$ cat config.mk
export PLATFORM = sky130hd
export DESIGN_NAME = byte_sad_accum
export DESIGN_NICKNAME = d
export VERILOG_FILES = /design/src/rtl/sadacc_pkg.sv /design/src/rtl/sadacc_decode.sv /design/src/rtl/sadacc_lane_diff.sv /design/src/rtl/sadacc_reduce.sv /design/src/rtl/byte_sad_accum.sv
export SDC_FILE = /design/constraint.sdc
export NUM_CORES = 1
export LEC_CHECK = 0
export ABC_AREA = 1
export ABC_CLOCK_PERIOD_IN_PS = 4300
export BUFFER_PORTS_ARGS = -buffer_cell sky130_fd_sc_hd__clkbuf_2
export CAP_MARGIN = 10
export CORE_ASPECT_RATIO = 0.7
export CORE_UTILIZATION = 55
export DETAILED_ROUTE_END_ITERATION = 12
export GPL_TIMING_DRIVEN = 0
export PLACE_DENSITY_LB_ADDON = 0.12
export SLEW_MARGIN = 20
export SYNTH_ARGS = -nofsm -noshare
export SYNTH_HDL_FRONTEND = slang
export SYNTH_HIERARCHICAL = 1
export SYNTH_SLANG_ARGS = --single-unit
$ cat constraint.sdc
create_clock -name clk -period 4.3 [get_ports clk]
set_clock_uncertainty 0.2 [all_clocks]
set_input_delay 0.43 -clock clk [delete_from_list [all_inputs] [get_ports clk]]
set_output_delay 0.43 -clock clk [all_outputs]
set_load 0.01 [all_outputs]
$ cat src/rtl/sadacc_pkg.sv
package sadacc_pkg;

  localparam int IDX_W        = 4;
  localparam int GRP_W        = 5;
  localparam int COND_W       = 4;

  localparam int A_IDX_LSB    = 0;
  localparam int B_IDX_LSB    = 8;
  localparam int ACC_IDX_LSB  = 12;
  localparam int DST_IDX_LSB  = 16;
  localparam int GRP_LSB      = 20;
  localparam int COND_LSB     = 28;

  localparam logic [GRP_W-1:0]  GROUP_CODE  = 5'b11000;
  localparam logic [COND_W-1:0] ALWAYS_CODE = 4'hE;
  localparam logic [IDX_W-1:0]  NO_ACC_IDX  = 4'hF;

  typedef struct packed {
    logic [IDX_W-1:0] a_idx;
    logic [IDX_W-1:0] b_idx;
    logic [IDX_W-1:0] acc_idx;
    logic [IDX_W-1:0] dst_idx;
    logic             group_hit;
    logic             uncond;
    logic             acc_on;
  } sad_decode_t;

endpackage

$ cat src/rtl/sadacc_decode.sv
module sadacc_decode
  import sadacc_pkg::*;
#(
  parameter int INSTR_W = 32
) (
  input  logic [INSTR_W-1:0] instr,
  output sad_decode_t        dec
);

  logic [COND_W-1:0] cond_field;
  logic [GRP_W-1:0]  grp_field;

  always_comb begin
    cond_field    = instr[COND_LSB +: COND_W];
    grp_field     = instr[GRP_LSB +: GRP_W];
    dec.a_idx     = instr[A_IDX_LSB +: IDX_W];
    dec.b_idx     = instr[B_IDX_LSB +: IDX_W];
    dec.acc_idx   = instr[ACC_IDX_LSB +: IDX_W];
    dec.dst_idx   = instr[DST_IDX_LSB +: IDX_W];
    dec.group_hit = (grp_field == GROUP_CODE);
    dec.uncond    = (cond_field == ALWAYS_CODE);
    dec.acc_on    = (instr[ACC_IDX_LSB +: IDX_W] != NO_ACC_IDX);
  end

endmodule

$ cat src/rtl/sadacc_lane_diff.sv
module sadacc_lane_diff #(
  parameter int LANES  = 4,
  parameter int LANE_W = 8,
  localparam int DATA_W = LANES * LANE_W
) (
  input  logic [DATA_W-1:0] a,
  input  logic [DATA_W-1:0] b,
  output logic [DATA_W-1:0] mags
);

  // Subtract one bit wider than a lane, then negate on the borrow bit.
  function automatic logic [LANE_W-1:0] abs_diff(input logic [LANE_W-1:0] x,
                                                  input logic [LANE_W-1:0] y);
    logic [LANE_W:0] wide;
    wide = {1'b0, x} - {1'b0, y};
    return wide[LANE_W] ? (~wide[LANE_W-1:0] + 1'b1) : wide[LANE_W-1:0];
  endfunction

  for (genvar g = 0; g < LANES; g++) begin : g_lane
    assign mags[g*LANE_W +: LANE_W] = abs_diff(a[g*LANE_W +: LANE_W],
                                               b[g*LANE_W +: LANE_W]);
  end

endmodule

$ cat src/rtl/sadacc_reduce.sv
module sadacc_reduce #(
  parameter int LANES  = 4,
  parameter int LANE_W = 8,
  localparam int DATA_W = LANES * LANE_W,
  localparam int SUM_W  = LANE_W + $clog2(LANES)
) (
  input  logic [DATA_W-1:0] mags,
  input  logic [DATA_W-1:0] acc,
  input  logic              acc_on,
  output logic [DATA_W-1:0] total
);

  function automatic logic [SUM_W-1:0] lane_sum(input logic [DATA_W-1:0] v);
    logic [SUM_W-1:0] s;
    s = '0;
    for (int i = 0; i < LANES; i++) s = s + SUM_W'(v[i*LANE_W +: LANE_W]);
    return s;
  endfunction

  logic [SUM_W-1:0]  raw_sum;
  logic [DATA_W-1:0] addend;

  always_comb begin
    raw_sum = lane_sum(mags);
    addend  = acc_on ? acc : '0;
    total   = DATA_W'(raw_sum) + addend;
  end

endmodule

$ cat src/rtl/byte_sad_accum.sv
module byte_sad_accum
  import sadacc_pkg::*;
#(
  parameter int LANES   = 4,
  parameter int LANE_W  = 8,
  parameter int INSTR_W = 32,
  localparam int DATA_W = LANES * LANE_W
) (
  input  logic              clk,
  input  logic              rst_n,
  input  logic              in_valid,
  input  logic [INSTR_W-1:0] instr,
  input  logic [DATA_W-1:0] opnd_a,
  input  logic [DATA_W-1:0] opnd_b,
  input  logic [DATA_W-1:0] acc_in,
  input  logic              cond_pass,
  output logic [IDX_W-1:0]  rd_a_idx,
  output logic [IDX_W-1:0]  rd_b_idx,
  output logic [IDX_W-1:0]  rd_acc_idx,
  output logic              out_valid,
  output logic              wr_en,
  output logic [IDX_W-1:0]  dst_idx,
  output logic [DATA_W-1:0] result
);

  sad_decode_t       dec;
  logic [DATA_W-1:0] lane_mags;
  logic              s0_write_ok;

  sadacc_decode #(.INSTR_W(INSTR_W)) u_decode (
    .instr (instr),
    .dec   (dec)
  );

  assign rd_a_idx   = dec.a_idx;
  assign rd_b_idx   = dec.b_idx;
  assign rd_acc_idx = dec.acc_idx;
  assign s0_write_ok = in_valid & dec.group_hit & (dec.uncond | cond_pass);

  sadacc_lane_diff #(.LANES(LANES), .LANE_W(LANE_W)) u_diff (
    .a    (opnd_a),
    .b    (opnd_b),
    .mags (lane_mags)
  );

  // Stage 1: lane magnitudes and the context carried alongside them.
  logic              s1_valid;
  logic              s1_we;
  logic              s1_acc_on;
  logic [DATA_W-1:0] s1_mags;
  logic [DATA_W-1:0] s1_acc;
  logic [IDX_W-1:0]  s1_dst;

  always_ff @(posedge clk or negedge rst_n) begin
    if (!rst_n) begin
      s1_valid  <= 1'b0;
      s1_we     <= 1'b0;
      s1_acc_on <= 1'b0;
      s1_mags   <= '0;
      s1_acc    <= '0;
      s1_dst    <= '0;
    end else begin
      s1_valid  <= in_valid;
      s1_we     <= s0_write_ok;
      s1_acc_on <= dec.acc_on;
      s1_mags   <= lane_mags;
      s1_acc    <= acc_in;
      s1_dst    <= dec.dst_idx;
    end
  end

  logic [DATA_W-1:0] s1_total;

  sadacc_reduce #(.LANES(LANES), .LANE_W(LANE_W)) u_reduce (
    .mags   (s1_mags),
    .acc    (s1_acc),
    .acc_on (s1_acc_on),
    .total  (s1_total)
  );

  // Stage 2: reduced, accumulated result.
  always_ff @(posedge clk or negedge rst_n) begin
    if (!rst_n) begin
      out_valid <= 1'b0;
      wr_en     <= 1'b0;
      dst_idx   <= '0;
      result    <= '0;
    end else begin
      out_valid <= s1_valid;
      wr_en     <= s1_valid & s1_we;
      dst_idx   <= s1_dst;
      result    <= s1_total;
    end
  end

endmodule

# Yosys cells after proc, flatten, opt, wreduce, memory -nomap -nowiden
# Cells that the tools add are included.
[classes]
eq_ne = 3
bitwise_logic = 8
mux = 5
addsub = 12
[ops]
columns = ["operator", "count"]
rows = [
  ["subtractor 8 x 8 -> 9 bit", 4],
  ["adder 10 x 32 -> 32 bit", 1],
  ["adder 8 x 1 -> 8 bit (second input constant)", 4],
  ["2-to-1 mux 32 bit", 1],
  ["2-to-1 mux 8 bit", 4],
  ["NOT 8 bit", 4],
  ["adder 10 x 8 -> 10 bit", 2],
  ["adder 8 x 8 -> 9 bit", 1],
  ["== test 5 bit (second input constant)", 1],
  ["== test 4 bit (second input constant)", 1],
  ["!= test 4 bit (second input constant)", 1],
  ["bitwise AND 1 bit", 3],
  ["OR 1 bit", 1],
]
[word_totals]
regBits = 109
output_inout_bits = 50
word_cells = 38
inputBits = 132

# Depth between registers and ports, before layout
[logic_depth]
ltp_word = 4
ltp_mapped = 20

# Hierarchy
# Netlist, hierarchy kept.
[by_module_without_submodules]
columns = ["module", "n_inst", "cells_per_inst", "area_each_um2", "seq_area_each_um2"]
rows = [
  ["byte_sad_accum", 1, 114, 2746.4, 2727.6],
  ["sadacc_lane_diff", 1, 482, 2479.9, 0.0],
  ["sadacc_reduce", 1, 424, 2369.8, 0.0],
  ["sadacc_decode", 1, 27, 165.2, 0.0],
]

# Worst setup path before layout
# OpenSTA, ideal clock, no wires.
[synth_timing]
path_kind = "register to register"
startpoint = "register s1_mags[1]"
endpoint = "register result[25]"
t_arrival_ns = 3.177
path_stages_with_launch = 17
path_buffers = 0
synth_period_minus_slack_ns = 3.494
setup_time_ns = 0.117
setup_slack_ns = 0.806
cell_sequence = "dfrtp_1 -> inv_1 -> fa_1 -> fa_1 -> fa_1 -> inv_1 -> ha_1 -> fa_1 -> nand2_1 -> nand2_1 -> and2_1 -> nand2_1 -> nand2_1 -> nand2_1 -> nand2_1 -> nand2_1 -> nand2_1"
[synth_via]
elab_chain_cells = 4
[synth_lines]
columns = ["element", "line", "text"]
rows = [
  ["start, declared", "byte_sad_accum.sv:50", "logic [DATA_W-1:0] s1_mags;"],
  ["start signal, assigned", "byte_sad_accum.sv:66", "s1_mags <= lane_mags;"],
  ["adder 8 x 8 -> 9 bit", "sadacc_reduce.sv:16", "for (int i = 0; i < LANES; i++) s = s + SUM_W'(v[i*LANE_W +: LANE_W]);"],
  ["adder 10 x 8 -> 10 bit (2 in a row)", "sadacc_reduce.sv:16", ""],
  ["adder 10 x 32 -> 32 bit", "sadacc_reduce.sv:26", "total = DATA_W'(raw_sum) + addend;"],
  ["via s1_total[25]", "byte_sad_accum.sv:72", "logic [DATA_W-1:0] s1_total;"],
  ["end signal, assigned", "byte_sad_accum.sv:92", "result <= s1_total;"],
  ["end, declared", "byte_sad_accum.sv:23", "output logic [DATA_W-1:0] result"],
]
# The timed path passes the listed nets, and every way through them passes these cells.

# Worst setup path in the final report
[layout_timing]
startpoint = "register s1_mags[17]"
endpoint = "register result[25]"
[layout_via]
elab_chain_cells = 3
[layout_lines]
columns = ["element", "line"]
rows = [
  ["adder 10 x 8 -> 10 bit (2 in a row)", "sadacc_reduce.sv:16"],
  ["adder 10 x 32 -> 32 bit", "sadacc_reduce.sv:26"],
  ["via s1_total[25]", "byte_sad_accum.sv:72"],
]
# The timed path passes the listed nets, and every way through them passes these cells.

==> metrics <==
status complete, no violations; R2R depth 16; WHS Endpoint s1_acc[5]; post-DP HPWL 13500 µm; Final setup violation count 0; via count between 6000 and 7000; synthesized area per cell about 7.4 µm²; Mapped Cells 1047; hold_sp acc_in[5]; capture point of the worst reg-to-reg path result[25]; Levels on crit path 16; multiplexer share of the synthesized area 0%; Worst R2R Start s1_mags[17]; Storage cell area 0.00273 mm²; CP Class reg2reg; port bufs approximately 160; R2R Setup Slk 0.47 ns; Clock Path Buffers 2; Clock Latency Late Sink approximately 0.35 ns; clock-pin slew on the worst setup and hold paths 0.07 ns; compound-gate portion of the synthesized area under 10%; first-pass GRT wire length 27700 µm; crit share post-route 89.1%; die width approximately 140 µm; Worst Path Required between 4 and 5 ns; RSZ-0062 raised after global routing no; Slew headroom 69.1%; Worst Path Buf+Inv 2; Die ar. roughly 0.015 mm²; IO Pins ~180; post-layout min period roughly 3.8 ns; Hold Vio Cnt, Final 0; synth-to-layout area growth 22.3%; Synth Area in Adders between 10% and 20%; Post-synth EDFFs 0; top post-synthesis cells by area dfrtp_1 (35%), nand2_1 (15%), inv_1 (11%); vias in the first global route between 6000 and 7000; pwr dens roughly 580 mW/mm²; Slew @ Worst Pin ~0.46 ns; sequential fraction of the synthesis area a little over a third; leakage 5.64 nW; Layout Cells excl Fill around 1400; Worst path max stage delay 0.55 ns; Final #Nets 1467; placed insts roughly 1400; DRC Markers 0; routed wire length around 17000 µm; Slew Viols, Final 0; core area between 0.01 and 0.015 mm²; Post-Synth XOR/XNOR Area 2.82%; hold path depth 1; crit-path most repeated cell nand2_1; starting density of the core 57.7%; max-capacitance violation count 0; clk sink count roughly 110; Worst Path Arrival just under 4 ns; Worst VDD drop 0.666 mV; diodes inserted 0; CTS buffer count 9; most common cell in the netlist nand2_1; DR iter-0 viols approximately 390; Vert. Die Dim 101 µm; fin worst setup slack 0.468 ns; Simple-Gate Fraction of Synth Area 29.4%; fraction of layout cells with a size suffix above 1 a little under a fifth; num rows 35; area of the multi-input gates 0.00393 mm²; fmax 261 MHz; synthesized area around 0.0078 mm²; Post-Syn Nets 1257; main combinational cell family by area after synthesis simple AND/OR/NAND/NOR gates; CTS tree built; GRT overflow 0; ys async rst share 100%; type of the most critical hold path in2reg; share of Yosys cell area claimed by the top area cell type a little over a third; TritonRoute pass-1 iters 5; WL/cell 11.5 µm; slowest CP cell fa_1; Setup WS pre-CTS 0.509 ns; gr usage total between 20% and 30%; post-CTS setup buffers 0; Synth area leader dfrtp_1; commonest cells in the netlist nand2_1 (320), inv_1 (235), dfrtp_1 (109); initial antenna violation count 0; Critical Path Fanout Max 5; via density per instance around 4.7; Setup crit end kind flop; H-tree depth 3; CP Launch Type flop; GPL Wtd Cong ~0.92; clk root buf clkbuf_16; top_reg_cell synth dfrtp_1; Synth Warn # 6; FF+latch count, synth approximately 110; largest net degree at the start of global routing 72; Cell variety after synth 33; Fillers around 1100; Routed Antenna Nets 0; setup tns final 0 ns; critical path, cell by cell inv_1, fa_1, fa_1, fa_1, inv_1, ha_1, fa_1, nand2_1, nand2_1, and2_1, nand2_1, nand2_1, nand2_1, nand2_1, nand2_1, nand2_1; Crit path max-delay family adder cells
## cell usage in the layout (no fill, tap or decap), types with 18 or more instances in the layout
cell           synthesis  layout
nor2_1                60      60
a21oi_1               21      21
nand3_1               91      91
inv_1                235     235
buf_4                 19      19
clkbuf_2               0     161
xor2_1                18      18
nand2_1              320     320
dlygate4sd3_1          0      36
ha_1                  51      51
fa_1                  27      27
dfrtp_1              109     109
## sequential cells by signal, summed over array words and instances, names as in the netlist
| name | cells |
|---|---|
| s1_acc_on | 1 |
| s1_we | 1 |
| wr_en | 1 |
| s1_valid | 1 |
| out_valid | 1 |
| s1_acc | 32 |
| s1_mags | 32 |
| s1_dst | 4 |
| dst_idx | 4 |
| result | 32 |
## power breakdown
part | switching, W | leakage, nW | total (W) | internal (W)
registers | 0.0000687 | 1.27 | 0.00132 | 0.00125
clock network | 0.000392 | 0.138 | 0.000800 | 0.000408
logic | 0.00210 | 4.22 | 0.00336 | 0.00126
total | 0.00256 | 5.64 | 0.00548 | 0.00292
## per-stage QoR
stage               utilization, %  hold slack, ns  total power (W)  area (µm²)
finish                        70.6         0.00471          0.00548        9490
global route                  70.6         0.00496          0.00609        9490
CTS                           70.4         0.00213          0.00549        9460
detailed placement            65.8           0.135          0.00464        8840
global placement              65.5           0.132          0.00457        8800
floorplan                        -         -0.0656          0.00383        7760
## how the worst max path moves through the flow
stage | startpoint | slack (ns) | to
after CTS | s1_mags[17] | 0.48 | result[25]
final | s1_mags[17] | 0.47 | result[25]
after global placement | s1_mags[17] | 0.54 | result[25]
after detailed placement | s1_mags[17] | 0.51 | result[25]
after floorplan | s1_mags[1] | 0.81 | result[25]
after global routing | s1_mags[17] | 0.27 | result[11]
## per-layer routing
| metal | part of all wire (%) | vias to the layer above | track usage (%) |
|---|---|---|---|
| li1 | - | 3560 | - |
| met1 | 49 | 2999 | 35.8 |
| met2 | 41 | 247 | 37.2 |
| met3 | 8.6 | 14 | 5.30 |
| met4 | 1.2 | 0 | 5.48 |
| met5 | 0 | - | 0 |
## area by class of cell
type / count / area share [%]
inverters: 241 / 9.53
repair buffers: 199 / 12.7
plain buffers: 24 / 2.15
clock buffers: 9 / 2.37
flip-flops and latches: 109 / 28.7
clock inverters: 7 / 0.699
multi-input cells: 673 / 41.4
well taps: 185 / 2.44
## kinds of logic after synthesis
group | Yosys count
xor+xnor | 25
flops | 109
buf+inv | 265
compound gates | 43
fa+ha+maj | 78
simple gates | 527
## what timing repair did
| action | CTS | global route |
|---|---|---|
| hold buffers | 33 | 3 |
| endpoints found under the hold margin | 70 | 3 |
| resized for setup | 0 | 0 |
Power figures use the tool's default switching activity.
